--- src/rtl/rtc_tb_pkg.sv ---
// Package: shared widths for the RTC time base.
// Assumes: the wakeup prescaler width fixes how many divided-clock select codes exist.
package rtc_tb_pkg;
    localparam int RTC_ASYNC_W  = 7;
    localparam int RTC_SYNC_W   = 15;
    localparam int RTC_WK_W     = 16;
    localparam int RTC_WK_SEL_W = 3;
    localparam int RTC_WK_PRE_W = 4;
endpackage

--- src/rtl/rtc_div_stage.sv ---
// Module: programmable down-counting divider stage.
// Divides its step input by load_i+1. It emits a terminal-count pulse in the
// step cycle where the count is zero, and reloads on the same edge.
// Assumes: run_i low means the stage is stopped and tracks load_i.
module rtc_div_stage #(
    parameter int W = 7
) (
    input  logic         clk,
    input  logic         rst_n,
    input  logic         run_i,
    input  logic         step_i,
    input  logic [W-1:0] load_i,
    output logic [W-1:0] cnt_o,
    output logic         tc_o
);
    logic [W-1:0] cnt_q;
    logic         at_zero;

    assign at_zero = (cnt_q == '0);
    assign tc_o    = run_i & step_i & at_zero;
    assign cnt_o   = cnt_q;

    // Count down on each step, reload at zero, and track the load value while stopped.
    always_ff @(posedge clk) begin
        if (!rst_n) begin
            cnt_q <= '0;
        end else if (!run_i) begin
            cnt_q <= load_i;
        end else if (step_i) begin
            cnt_q <= at_zero ? load_i : cnt_q - 1'b1;
        end
    end
endmodule

--- src/rtl/rtc_wk_clksel.sv ---
// Module: wakeup step source.
// A free-running PRE_W-bit prescaler gives divisions of the reference clock.
// Code c < PRE_W divides by 2**(PRE_W-c); all higher codes pick the calendar tick.
// Assumes: the prescaler is held at zero while the wakeup timer is disabled.
module rtc_wk_clksel #(
    parameter int PRE_W = 4,
    parameter int SEL_W = 3
) (
    input  logic             clk,
    input  logic             rst_n,
    input  logic             en_i,
    input  logic [SEL_W-1:0] sel_i,
    input  logic             tick_i,
    output logic             ce_o
);
    localparam int NCODE = 2 ** SEL_W;

    logic [PRE_W-1:0] pre_q;
    logic [NCODE-1:0] sel_ce;

    // Advance the prescaler while enabled, and clear it otherwise.
    always_ff @(posedge clk) begin
        if (!rst_n) begin
            pre_q <= '0;
        end else if (!en_i) begin
            pre_q <= '0;
        end else begin
            pre_q <= pre_q + 1'b1;
        end
    end

    // One enable per select code: a divided clock or the calendar tick.
    for (genvar c = 0; c < NCODE; c++) begin : g_code
        if (c < PRE_W) begin : g_div
            assign sel_ce[c] = &pre_q[PRE_W-1-c:0];
        end else begin : g_tick
            assign sel_ce[c] = tick_i;
        end
    end

    assign ce_o = sel_ce[sel_i];
endmodule

--- src/rtl/rtc_wk_timer.sv ---
// Module: auto-reload wakeup down-counter with a sticky flag.
// Assumes: ce_i is a single-cycle step. Setting the flag wins over clearing it.
module rtc_wk_timer #(
    parameter int W = 16
) (
    input  logic         clk,
    input  logic         rst_n,
    input  logic         en_i,
    input  logic         ce_i,
    input  logic [W-1:0] reload_i,
    input  logic         clr_i,
    output logic         flag_o
);
    logic [W-1:0] cnt_q;
    logic         flag_q;
    logic         expire;

    assign expire = en_i & ce_i & (cnt_q == '0);
    assign flag_o = flag_q;

    // Hold the reload value while disabled, and count down on each step otherwise.
    always_ff @(posedge clk) begin
        if (!rst_n) begin
            cnt_q <= '0;
        end else if (!en_i) begin
            cnt_q <= reload_i;
        end else if (ce_i) begin
            cnt_q <= (cnt_q == '0) ? reload_i : cnt_q - 1'b1;
        end
    end

    // Sticky flag: set on expiry, otherwise cleared by the strobe.
    always_ff @(posedge clk) begin
        if (!rst_n) begin
            flag_q <= 1'b0;
        end else if (expire) begin
            flag_q <= 1'b1;
        end else if (clr_i) begin
            flag_q <= 1'b0;
        end
    end
endmodule

--- src/rtl/rtc_timebase.sv ---
// Module: RTC time base top.
// Chains the coarse and fine divider stages to make the calendar tick and the
// sub-second count, and adds the independently selected wakeup timer.
// Assumes: everything runs on the reference clock, and configuration inputs are quasi-static.
module rtc_timebase
    import rtc_tb_pkg::*;
#(
    parameter int ASYNC_W  = RTC_ASYNC_W,
    parameter int SYNC_W   = RTC_SYNC_W,
    parameter int WK_W     = RTC_WK_W,
    parameter int WK_SEL_W = RTC_WK_SEL_W,
    parameter int WK_PRE_W = RTC_WK_PRE_W
) (
    input  logic                clk,
    input  logic                rst_n,
    input  logic                cfg_run,
    input  logic [ASYNC_W-1:0]  cfg_async_div,
    input  logic [SYNC_W-1:0]   cfg_sync_div,
    input  logic                cfg_wk_en,
    input  logic [WK_SEL_W-1:0] cfg_wk_sel,
    input  logic [WK_W-1:0]     cfg_wk_reload,
    input  logic                cfg_wk_irq_en,
    input  logic                wk_clr,
    output logic                tick_1hz,
    output logic [SYNC_W-1:0]   subsec,
    output logic                wk_flag,
    output logic                wk_irq
);
    logic [ASYNC_W-1:0] a_cnt;
    logic               a_tc;
    logic               wk_ce;

    rtc_div_stage #(.W(ASYNC_W)) u_async (
        .clk(clk), .rst_n(rst_n), .run_i(cfg_run), .step_i(1'b1),
        .load_i(cfg_async_div), .cnt_o(a_cnt), .tc_o(a_tc)
    );

    rtc_div_stage #(.W(SYNC_W)) u_sync (
        .clk(clk), .rst_n(rst_n), .run_i(cfg_run), .step_i(a_tc),
        .load_i(cfg_sync_div), .cnt_o(subsec), .tc_o(tick_1hz)
    );

    rtc_wk_clksel #(.PRE_W(WK_PRE_W), .SEL_W(WK_SEL_W)) u_wksel (
        .clk(clk), .rst_n(rst_n), .en_i(cfg_wk_en), .sel_i(cfg_wk_sel),
        .tick_i(tick_1hz), .ce_o(wk_ce)
    );

    rtc_wk_timer #(.W(WK_W)) u_wktmr (
        .clk(clk), .rst_n(rst_n), .en_i(cfg_wk_en), .ce_i(wk_ce),
        .reload_i(cfg_wk_reload), .clr_i(wk_clr), .flag_o(wk_flag)
    );

    assign wk_irq = wk_flag & cfg_wk_irq_en;
endmodule

--- config.mk ---
export PLATFORM = sky130hd
export DESIGN_NAME = rtc_timebase
export DESIGN_NICKNAME = d
export VERILOG_FILES = /design/src/rtl/rtc_tb_pkg.sv /design/src/rtl/rtc_div_stage.sv /design/src/rtl/rtc_wk_clksel.sv /design/src/rtl/rtc_wk_timer.sv /design/src/rtl/rtc_timebase.sv
export SDC_FILE = /design/constraint.sdc
export NUM_CORES = 1
export LEC_CHECK = 0
export BUFFER_PORTS_ARGS = -buffer_cell sky130_fd_sc_hd__buf_4
export CAP_MARGIN = 15
export CELL_PAD_IN_SITES_DETAIL_PLACEMENT = 0
export CELL_PAD_IN_SITES_GLOBAL_PLACEMENT = 1
export CORE_UTILIZATION = 40
export DETAILED_ROUTE_END_ITERATION = 12
export PLACE_DENSITY = 0.8
export SYNTH_ARGS = -nofsm -noshare
export SYNTH_HDL_FRONTEND = slang
export SYNTH_HIERARCHICAL = 1
export SYNTH_SLANG_ARGS = --single-unit
--- constraint.sdc ---
create_clock -name clk -period 4.6 [get_ports clk]
set_input_delay 0 -clock clk [delete_from_list [all_inputs] [get_ports clk]]
set_output_delay 0 -clock clk [all_outputs]
set_load 0.03 [all_outputs]
=== Yosys cells after proc, flatten, opt, wreduce, memory -nomap -nowiden ===
Index checks and enable logic that the tools add are counted.
W data, S select, Z words.

* Flip-flop bits (word level): 43
* Bits in latches: 0
* Memory bits (writable): 0
* ROM bits: 0
* Input port bits: 47
* Output and inout bits: 18
* Word-level logic and storage cells: 38
* Memories kept: 0

* $add $sub $neg: 4
* Multiply operators: 0
* Div/mod/pow operators: 0
* $lt $le $gt $ge: 1
* Eq/ne operators: 2
* Shifts and indexed selects: 0
* Mux-type cells: 12
* Bitwise gates (word level): 6
* Reductions and logical operators: 8

{| class="wikitable"
|+ Operator list
! kind !! number
|-
| $mux W16 || 3
|-
| $mux W15 || 3
|-
| $logic_not A16 Y1 || 1
|-
| $sub A16 B1 Y16 const B || 1
|-
| $logic_not A15 Y1 || 1
|-
| $sub A15 B1 Y15 const B || 1
|-
| $mux W7 || 2
|-
| $logic_not A7 Y1 || 1
|-
| $sub A7 B1 Y7 const B || 1
|-
| $and A1 B1 Y1 || 6
|-
| $add A4 B1 Y4 const B || 1
|-
| $lt A3 B4 Y1 const B || 1
|-
| $ne A2 B1 Y1 const B || 2
|-
| $reduce_and A2 Y1 || 2
|-
| $reduce_and A4 Y1 || 1
|-
| $bmux W1 S3 || 1
|-
| $mux W1 || 3
|-
| $reduce_and A3 Y1 || 1
|-
| $reduce_bool A2 Y1 || 1
|}

=== Longest topological paths before layout ===
* Depth in word-level cells: 9
* Depth in mapped cells: 14
* Depth with buffers taken out: 13

=== Cells and area by module ===
The synthesis kept the hierarchy.

{| class="wikitable"
|+ By module, submodules not included
! module !! times used !! cells an instance !! area each (um2) !! sequential area each (um2)
|-
| rtc_wk_timer || 1 || 148 || 1178.6 || 340.3
|-
| rtc_div_stage (u_sync) || 1 || 146 || 1077.3 || 300.3
|-
| rtc_div_stage (u_async) || 1 || 60 || 465.4 || 140.1
|-
| rtc_wk_clksel || 1 || 18 || 182.7 || 80.1
|-
| rtc_timebase || 1 || 2 || 10.0 || 0.0
|}

=== Worst setup path after synthesis ===
OpenSTA, ideal clock, no wires.

* Path kind: flip-flop to flip-flop
* Start point: register u_async.cnt_q[3] (netlist: u_async/cnt_o[3])
* End point: register u_wktmr.cnt_q[12]
* Setup time: 0.087 ns
* Data arrival time: 3.834 ns
* Data required time: 4.513 ns
* Setup slack: 0.679 ns
* Stages on the path, launching flop included: 13
* Buffers on the path: 1
* Clock period less this slack: 3.921 ns
* Cells stage by stage: dfxtp_1 > nor4_2 > and2_4 > and3_1 > clkbuf_1 > nand2_1 > nor3_1 > a211o_1 > or4b_4 > or4_4 > a21oi_4 > a32oi_1 > o31ai_1

* Cells in the longest elaborated chain, start to end: 7

{| class="wikitable"
|+ Ends and longest elaborated chain
! item !! RTL line !! RTL
|-
| from (decl) || rtc_div_stage.sv:16 || <nowiki>logic [W-1:0] cnt_q;</nowiki>
|-
| from (signal assigned) || rtc_div_stage.sv:28 || <nowiki>cnt_q <= load_i;</nowiki>
|-
| from (signal assigned) || rtc_div_stage.sv:30 || <nowiki>cnt_q <= at_zero ? load_i : cnt_q - 1'b1;</nowiki>
|-
| $logic_not A7 Y1 || rtc_div_stage.sv:19 || <nowiki>assign at_zero = (cnt_q == '0);</nowiki>
|-
| $and A1 B1 Y1 || rtc_div_stage.sv:20 || <nowiki>assign tc_o = run_i & step_i & at_zero;</nowiki>
|-
| net a_tc || rtc_timebase.sv:30 || <nowiki>logic a_tc;</nowiki>
|-
| $and A1 B1 Y1 (2 in series) || rtc_div_stage.sv:20 ||
|-
| net tick_1hz || rtc_timebase.sv:24 || <nowiki>output logic tick_1hz,</nowiki>
|-
| $bmux W1 S3 || rtc_wk_clksel.sv:41 || <nowiki>assign ce_o = sel_ce[sel_i];</nowiki>
|-
| $mux W1 (implied by the code) || rtc_wk_clksel.sv:41 ||
|-
| net wk_ce || rtc_timebase.sv:31 || <nowiki>logic wk_ce;</nowiki>
|-
| $ne A2 B1 Y1 (no line) || -- ||
|-
| to (signal assigned) || rtc_wk_timer.sv:26 || <nowiki>cnt_q <= reload_i;</nowiki>
|-
| to (signal assigned) || rtc_wk_timer.sv:28 || <nowiki>cnt_q <= (cnt_q == '0) ? reload_i : cnt_q - 1'b1;</nowiki>
|-
| to (decl) || rtc_wk_timer.sv:14 || <nowiki>logic [W-1:0] cnt_q;</nowiki>
|}

The timed path passes the listed nets, and every way through them passes these cells. The select of a mux whose other input is x is not followed.
A chain may end at the register's enable or synchronous reset.

=== Worst setup path after layout ===
* Start point: register u_async.cnt_q[3] (netlist: u_async/cnt_o[3])
* End point: register u_wktmr.cnt_q[12]

* Cells in the longest elaborated chain, start to end: 7

{| class="wikitable"
|+ Ends and longest elaborated chain
! item !! RTL line
|-
| $logic_not A7 Y1 || rtc_div_stage.sv:19
|-
| $and A1 B1 Y1 || rtc_div_stage.sv:20
|-
| net a_tc || rtc_timebase.sv:30
|-
| $and A1 B1 Y1 (2 in series) || rtc_div_stage.sv:20
|-
| $bmux W1 S3 || rtc_wk_clksel.sv:41
|-
| $mux W1 (implied by the code) || rtc_wk_clksel.sv:41
|-
| net wk_ce || rtc_timebase.sv:31
|-
| $ne A2 B1 Y1 (no line) || --
|}

The timed path passes the listed nets, and every way through them passes these cells. The select of a mux whose other input is x is not followed.

==> out/qor.yml <==
min_to: "u_async/cnt_o[4]"
critPathRequiredTime_ns: 4.82
ys_seq_area_share_pct: 29.5
ys_top_cells_by_area: "dfxtp_1, o21ai_0, nand2_1, a21oi_1, ha_1"
antenna_cells: 0
irDropWorstVdd_mv: 0.198
syn2layout_area_growth_pct: 29.7
holdCritPathClass: "input pin to register"
rows: 30
antenna_found_initial: 0
cts_buffer_depth: 2
final_nets: 507
grt_remaining_overflow: 0
total_power_mw: 1.08
grt_pass1_vias: 2989
reg2reg_to: "u_wktmr/cnt_q[12]"
routed_wl_um: 8670
io_pins: 65
yosysMostFrequentCell: "dfxtp_1"
grt_max_degree: 39
layout-drive-gt1-share_pct: 21.6
setup_ws_ns: 1.10
drt_first_pass_iters: 4
cts_resized: 0
min_delay_path_depth: 3
clock_sinks: 43
place_congestion: 0.886
design_area_um2: 3780
reg2reg_depth: 11
min_from: "cfg_async_div[4]"
netlist_area_um2: 2910
hpwl_um: 6120
critical_path_arrival_ns: 3.72
numCtsBuffers: 5
finalSetupViolations: 0
postSynthAreaPerCell_um2: 7.79
vias_per_cell: 5.75
crit_fanout: 9
async_flop_share_pct: 0
vias: 3157
min_period_ns: 3.50
max_freq_mhz: 286
cts.htree.levels: 2
yosysWarnings: 6
path_clk_slew_ns: 0.08
yosys_most_used_dff: "dfxtp_1"
synth_seq_cells: 43
detail-route-antenna-nets: 0
report.final.slew_viol_count: 0
yosys.area.top_type: "dfxtp_1"
wl_per_cell_um: 15.8
finClkSkew_ns: 0.00285
drv_cap: 0
end_kind: "register"
die-area_um2: 7630
grt_pass1_wl_um: 14200
coreArea_um2: 6910
pre_cts_ws_ns: 1.16
crit_type: "register to register"
rsz0062_at_grt: "no"
relSlewSlack_pct: 29.3
period_share_pct: 76.1
synth_top_area_share_pct: 29.5
io_buffers: 64
finalHoldViolations: 0
grt_use_total_pct: 23.8
clk_latency_ns: 0.30
netlist_instances: 374
crit_path_start_kind: "register"
drcViolationCount: 0
cts_tree: "built"
finalSetupTns_ns: 0
reg2reg_slack_ns: 1.10
hold_slack_ns: 0.00802
placed_area_um2: 3460
power_density_nw_per_um2: 287
post_synth_num_cell_types: 67
p_leak_nw: 1.48
cts_setup_buffers: 0
status: "complete, no violations"
max_slew.worst_pin.slew_ns: 1.06
netlist_top_cells_count: "dfxtp_1, nand2_1, o21ai_0"
cts_root_buf: "clkbuf_8"
die_h_um: 87.4
cts_hold_buffers: 20
regToRegStartpoint: "u_async/cnt_o[3]"
start_util_pct: 42.2
drt_iter0_markers: 110
die_w_um: 87.4
synth_edf_count: 0
[report_power, final]
| part | switching [mW] | total (mW) | internal (mW) | leakage [nW] |
|---|---|---|---|---|
| Sequential | 0.0464 | 0.447 | 0.400 | 0.355 |
| Combinational | 0.179 | 0.322 | 0.142 | 1.06 |
| Clock | 0.139 | 0.315 | 0.176 | 0.0612 |
[flip-flops by register name, indices dropped and copies added, names as in the netlist]
signal,flops
u_wktmr/cnt_q,16
u_sync/cnt_o,15
u_async/cnt_o,7
u_wksel/pre_q,4
u_wktmr/flag_o,1
[how the worst max path moves through the flow]
stage	startpoint	end	cells past startpoint
5_1_grt	u_async/cnt_o[3]	u_wktmr/cnt_q[12]	11
3_3_place_gp	u_async/cnt_o[3]	u_wktmr/cnt_q[12]	11
4_1_cts	u_async/cnt_o[3]	u_wktmr/cnt_q[12]	11
2_1_floorplan	u_async/cnt_o[3]	u_wktmr/cnt_q[12]	12
6_report	u_async/cnt_o[3]	u_wktmr/cnt_q[12]	11
3_5_place_dp	u_async/cnt_o[3]	u_wktmr/cnt_q[12]	11
[metrics by stage]
stage	instances	util (%)
finish	549	54.7
global route	549	54.7
CTS	549	54.7
detailed placement	521	50.1
global placement	521	50.1
floorplan	377	-
[area by class of cell]
type	instances	area, um^2
flip-flops and latches	43	861
clock inverters	2	35.0
clock buffers	6	82.6
well taps	96	120
multi-input cells	303	1940
repair buffers	85	688
fillers	695	3130
inverters	14	52.6
[kinds of logic after synthesis]
logic type,after synthesis,synth area share [%]
AND/OR/NAND/NOR,172,35.2
flip-flops,43,29.5
other,1,0.129
AO/OA/AOI/OAI,111,24.8
buffers and inverters,31,4.29
multiplexers,6,2.06
adder cells (fa/ha/maj),8,3.44
XOR/XNOR,2,0.601
[layer usage]
layer	wire length, um	track usage (%)	vias to the layer above
li1	-	-	1579
met1	3970	30.8	1476
met2	4080	39.5	87
met3	464	4.36	15
met4	161	8.20	0
met5	0	0	-
[critical path, cell delays in order, from the launching register on]
cell and delay [ns]:
dfxtp_1 0.36, nor4_2 0.47, and2_4 0.27, and3_1 0.18
nand2_1 0.12, nor3_1 0.23, a211o_1 0.36, or4b_4 0.49
or4_4 0.51, a21oi_4 0.25, a32oi_1 0.08, o31ai_1 0.09
[layout by cell type, fill, tap and decap left out, types with 8 or more instances in the layout]
cell / synthesis / routed
buf_4: 0 / 65
dfxtp_1: 43 / 43
nand2_1: 35 / 35
o21ai_0: 32 / 32
a21oi_1: 26 / 26
nor2_1: 21 / 21
dlygate4sd3_1: 0 / 20
nand3_1: 17 / 17
nor3_1: 17 / 17
inv_1: 13 / 13
a31oi_1: 12 / 12
nand4_1: 10 / 10
nor4_1: 9 / 9
ha_1: 8 / 8
No activity file was read; power rests on OpenSTA's default activity.
